`config.mk`:
```
export PLATFORM = sky130hd
export DESIGN_NAME = ring_counter_sc
export DESIGN_NICKNAME = d
export VERILOG_FILES = /design/src/rtl/ring_sc_pkg.sv /design/src/rtl/ring_feedback.sv /design/src/rtl/ring_shift_reg.sv /design/src/rtl/ring_legal_watch.sv /design/src/rtl/ring_counter_sc.sv
export SDC_FILE = /design/constraint.sdc
export NUM_CORES = 1
export LEC_CHECK = 0
export BUFFER_PORTS_ARGS = -buffer_cell sky130_fd_sc_hd__buf_2
export CELL_PAD_IN_SITES_DETAIL_PLACEMENT = 1
export CELL_PAD_IN_SITES_GLOBAL_PLACEMENT = 2
export CORE_AREA = 2 2 39 41
export DETAILED_ROUTE_END_ITERATION = 12
export DIE_AREA = 0 0 41 43
export GPL_ROUTABILITY_DRIVEN = 1
export PLACE_DENSITY_LB_ADDON = 0.15
export SLEW_MARGIN = 20
export SYNTH_ARGS = -nofsm -noshare
export SYNTH_HDL_FRONTEND = slang
export SYNTH_SLANG_ARGS = --single-unit
```
`constraint.sdc`:
```
create_clock -name clk -period 1.2 [get_ports clk]
set_input_delay 0 -clock clk [delete_from_list [all_inputs] [get_ports clk]]
set_output_delay 0 -clock clk [all_outputs]
set_load 0.01 [all_outputs]
```
`src/rtl/ring_sc_pkg.sv`:
```
package ring_sc_pkg;
  localparam int MAXW = 64;

  // 1 when every bit from index 1 up to w-1 is clear
  function automatic logic upper_clear(input logic [MAXW-1:0] s, input int w);
    logic any;
    any = 1'b0;
    for (int i = 1; i < MAXW; i++)
      if (i < w) any = any | s[i];
    return !any;
  endfunction

  // number of set bits among the low w bits
  function automatic int ones_in(input logic [MAXW-1:0] s, input int w);
    int n;
    n = 0;
    for (int i = 0; i < MAXW; i++)
      if (i < w && s[i]) n++;
    return n;
  endfunction
endpackage

```
`src/rtl/ring_feedback.sv`:
```
module ring_feedback #(
  parameter int WIDTH = 4
) (
  input  logic [WIDTH-1:0] q,
  output logic             fb
);
  import ring_sc_pkg::*;
  logic [MAXW-1:0] q_ext;
  assign q_ext = MAXW'(q);
  assign fb    = upper_clear(q_ext, WIDTH);
endmodule

```
`src/rtl/ring_shift_reg.sv`:
```
module ring_shift_reg #(
  parameter int               WIDTH        = 4,
  parameter logic [WIDTH-1:0] INIT_PATTERN = {1'b1, {(WIDTH-1){1'b0}}}
) (
  input  logic             clk,
  input  logic             por_n,
  input  logic             en,
  input  logic             fb,
  output logic [WIDTH-1:0] q
);
  logic [WIDTH-1:0] d;

  for (genvar i = 0; i < WIDTH; i++) begin : g_bit
    if (i == WIDTH - 1) begin : g_top
      assign d[i] = fb;
    end else begin : g_low
      assign d[i] = q[i+1];
    end
    always_ff @(posedge clk or negedge por_n) begin
      if (!por_n)  q[i] <= INIT_PATTERN[i];
      else if (en) q[i] <= d[i];
    end
  end

  // disabled clocks leave the register untouched
  p_hold_idle_r7: assert property (@(posedge clk) disable iff (!por_n)
    !en |=> $stable(q));
endmodule

```
`src/rtl/ring_legal_watch.sv`:
```
module ring_legal_watch #(
  parameter int WIDTH = 4
) (
  input  logic                       clk,
  input  logic                       por_n,
  input  logic                       en,
  input  logic [WIDTH-1:0]           q,
  output logic                       legal,
  output logic [$clog2(WIDTH+1)-1:0] rcv_cnt
);
  import ring_sc_pkg::*;
  localparam int CW = $clog2(WIDTH + 1);
  localparam logic [CW-1:0] CMAX = CW'(WIDTH);

  logic [MAXW-1:0] q_ext;
  assign q_ext = MAXW'(q);
  assign legal = (ones_in(q_ext, WIDTH) == 1);

  // enabled edges spent while the pattern was illegal
  always_ff @(posedge clk or negedge por_n) begin
    if (!por_n)                            rcv_cnt <= '0;
    else if (legal)                        rcv_cnt <= '0;
    else if (en && rcv_cnt != CMAX)        rcv_cnt <= rcv_cnt + 1'b1;
  end

  // the one-hot loop is closed
  p_legal_stays_r6: assert property (@(posedge clk) disable iff (!por_n)
    legal |=> legal);
  // an illegal pattern never survives WIDTH enabled edges
  p_recover_bound_r5: assert property (@(posedge clk) disable iff (!por_n)
    !legal |-> (rcv_cnt < CMAX));
endmodule

```
`src/rtl/ring_counter_sc.sv`:
```
module ring_counter_sc #(
  parameter int               WIDTH        = 4,
  parameter logic [WIDTH-1:0] INIT_PATTERN = {1'b1, {(WIDTH-1){1'b0}}}
) (
  input  logic             clk,
  input  logic             por_n,
  input  logic             en,
  output logic [WIDTH-1:0] phase
);
  localparam int CW = $clog2(WIDTH + 1);

  if (WIDTH < 2 || WIDTH > ring_sc_pkg::MAXW) begin : g_bad_width
    $error("ring_counter_sc: WIDTH out of range");
  end

  logic          feed_bit;
  logic          legal;
  logic [CW-1:0] rcv_cnt;

  ring_feedback #(.WIDTH(WIDTH)) u_fb (
    .q  (phase),
    .fb (feed_bit)
  );

  ring_shift_reg #(.WIDTH(WIDTH), .INIT_PATTERN(INIT_PATTERN)) u_reg (
    .clk   (clk),
    .por_n (por_n),
    .en    (en),
    .fb    (feed_bit),
    .q     (phase)
  );

  ring_legal_watch #(.WIDTH(WIDTH)) u_watch (
    .clk     (clk),
    .por_n   (por_n),
    .en      (en),
    .q       (phase),
    .legal   (legal),
    .rcv_cnt (rcv_cnt)
  );

  // lower bits take the old neighbour above
  p_shift_low_r4: assert property (@(posedge clk) disable iff (!por_n)
    en |=> phase[WIDTH-2:0] == $past(phase[WIDTH-1:1]));
  // top bit set only when all old upper bits were clear
  p_feed_top_r4: assert property (@(posedge clk) disable iff (!por_n)
    en |=> phase[WIDTH-1] == ($past(phase[WIDTH-1:1]) == '0));
  // a legal state rotates with wrap from bit 0 to the top
  p_rotate_r2: assert property (@(posedge clk) disable iff (!por_n)
    (en && legal) |=> phase == {$past(phase[0]), $past(phase[WIDTH-1:1])});
endmodule

```
==> reports/results.ini <==
[synth]
ys_seq_area_share_pct=65.9
avgSynthCellArea_sq_um=15.4
ys_seq_elements=4
syn_nets=13
yosys-top-cells-count=dfrtp_1 (3), mux2_2 (3)
synth.distinct_cells=6
synth_edf_count=0
ys.warnings.count=0
synth-async-reset-ratio_pct=100
synth_mux_area_share_pct=22.0
synth_top_area_share_pct=48.8
synth_ff_type=dfrtp_1
yosys.area_share.simple_pct=6.50
postSynthCellCount=10
synth_largest_area_cell=dfrtp_1
synth_fa_ha_area_share_pct=0
synth_area_leaders=dfrtp_1 (49%), mux2_2 (22%), dfstp_2 (17%)
netlist_area_sq_um=154
synth-compound-area-share_pct=3.25
synth_xor_area_share_pct=0
synth_top_family_by_area=multiplexers

[place]
place.gp.congestion=0.545
place_ws_ns=0.151
port_buffers=6
placed_area_sq_um=204
placed_cells=32

[pwr]
seq_power_share_pct=41.3
power_density_nw_per_um2=2560
p_comb_share_pct=29.3
leakagePower_nw=0.120
p_int_w=0.000440
peakVddDrop_v=0.000397
switching_share_pct=31.3
p_clk_share_pct=29.4
p_switching_w=0.000201

[route]
drc=0
avgViaCountPerCell=3.18
num_vias=121
drt_first_pass_iters=2
ant_nets=0
wirelength_um=365
drt_iter0_drc=5
post_drt_wl_per_cell_um=9.61

[timing]
slew_headroom_pct=90.4
worst_slack_ns=0.151
fmax_ghz=0.953
tns_ns=0
finalHoldViolCount=0
finalMaxSlewViolations=0
tightest_slew_ns=0.143
clock_skew_ns=0.00247
setup_viol=0
fin_crit_ns=1.05
period_share_pct=87.4
rsz0062_at_grt=no

[clock_tree]
cts_buffer_depth=2
root_buffer=clkbuf_4
cts.htree.levels=1
path_clk_slew_ns=0.04
cts.sinks=4
cts_buffers=3
cts_tree=built
postCtsResizedCells=0
clk-insertion-delay-late_ns=0.24

[grt]
grt_max_degree=6
gr-total-overflow=0
gr-usage-all-layers_pct=5.14
grt_pass1_vias=130
antenna_found_initial=0
grt_first_pass_wirelength_um=510

[setup_path]
crit-reg2reg-launch=u_reg.q[2]
end_kind=flop
startpoint_type=flop
regToRegSetupSlack_ns=0.15
worstSetupPathType=flop to flop
r2r-end=u_reg.q[3]
r2r_cells=2
worstPathArrival_ns=1.21
critPathRequiredTime_ns=1.36
path_max_fanout=4

[layout]
fillers=164
nets=26
drive_above_1_share_pct=59.1
layout.cells.non_filler=38
largest_reg_flops=4
regMostFlops=u_reg.q
area_growth_pct=62.6
diodes=0
post-route-cell-area_sq_um=250
reg.largest.list=u_reg.q (4)

[floorplanning]
die_w_um=41
start_util_pct=11.1
ioPinCount=7
die_area_sq_um=1760
num_rows=14
core_area_sq_um=1380
die_h_um=43

[job]
maxCapViolations=0

[worst_hold_path]
hold_path.class=input pin to async pin

[outcome]
outcome=complete, no violations

## repair_timing
| action | in CTS | in global routing |
|---|---|---|
| endpoints found under the hold margin | 5 | 0 |
| buffers inserted | 0 | 0 |
| hold buffers | 2 | 0 |
## worst max-delay path, stage by stage (launching register included)
cell and delay, ns:
dfrtp_1 0.39, or4b_1 0.49, o21ai_0 0.09
## layer usage
| layer | vias to the layer above | routed length [um] | track usage [%] |
|---|---|---|---|
| met3 | 0 | 38 | 4.71 |
| met5 | - | 0 | 0 |
| met4 | 0 | 0 | 6.00 |
| met1 | 57 | 155 | 4.55 |
| met2 | 6 | 171 | 5.94 |
| li1 | 58 | - | - |
## cell type report
type | instances | area [sq um] | area share [%]
Tap cell | 16 | 20.0 | 8.00
Sequential cell | 4 | 101 | 40.5
Multi-Input combinational cell | 5 | 48.8 | 19.5
Inverter | 1 | 3.75 | 1.50
Timing Repair Buffer | 8 | 50.0 | 20.0
Clock buffer | 4 | 26.3 | 10.5
## worst max path at each step
| stage | slack (ns) | end | cells past startpoint | startpoint |
|---|---|---|---|---|
| floorplan | 0.15 | u_reg.q[3] | 2 | u_reg.q[2] |
| global placement | 0.16 | u_reg.q[3] | 2 | u_reg.q[2] |
| detailed placement | 0.15 | u_reg.q[3] | 2 | u_reg.q[2] |
| CTS | 0.14 | u_reg.q[3] | 2 | u_reg.q[2] |
| global route | 0.1 | u_reg.q[3] | 2 | u_reg.q[2] |
| finish | 0.15 | u_reg.q[3] | 2 | u_reg.q[2] |
## power by group through the flow
stage | clock network [W] | logic, W | registers, W
floorplan | 0 | 0.0000657 | 0.000293
global route | 0.000209 | 0.000201 | 0.000281
global placement | 0 | 0.000182 | 0.000270
detailed placement | 0 | 0.000184 | 0.000273
finish | 0.000188 | 0.000188 | 0.000265
CTS | 0.000200 | 0.000191 | 0.000272
## placed cells by master, fill, tap and decap left out, drive strengths merged
master / instances
clkbuf: 4
dfrtp: 3
buf: 6
mux2: 3
dfstp: 1
dlygate4sd3: 2
inv: 1
o21ai: 1
or4b: 1
## kinds of logic after synthesis
logic type,Yosys count
mux,3
simple gates,1
buf+inv,1
compound gates,1
flops,4
## through the flow
stage	hold WS, ns	total power [W]	util [%]
final	0.116	0.000641	18.1
after global routing	0.119	0.000691	18.1
after CTS	0.102	0.000663	18.1
after detailed placement	-0.190	0.000457	14.7
after global placement	-0.185	0.000452	14.7
after floorplan	-0.296	0.000358	-
No activity file was read; power rests on OpenSTA's default activity.
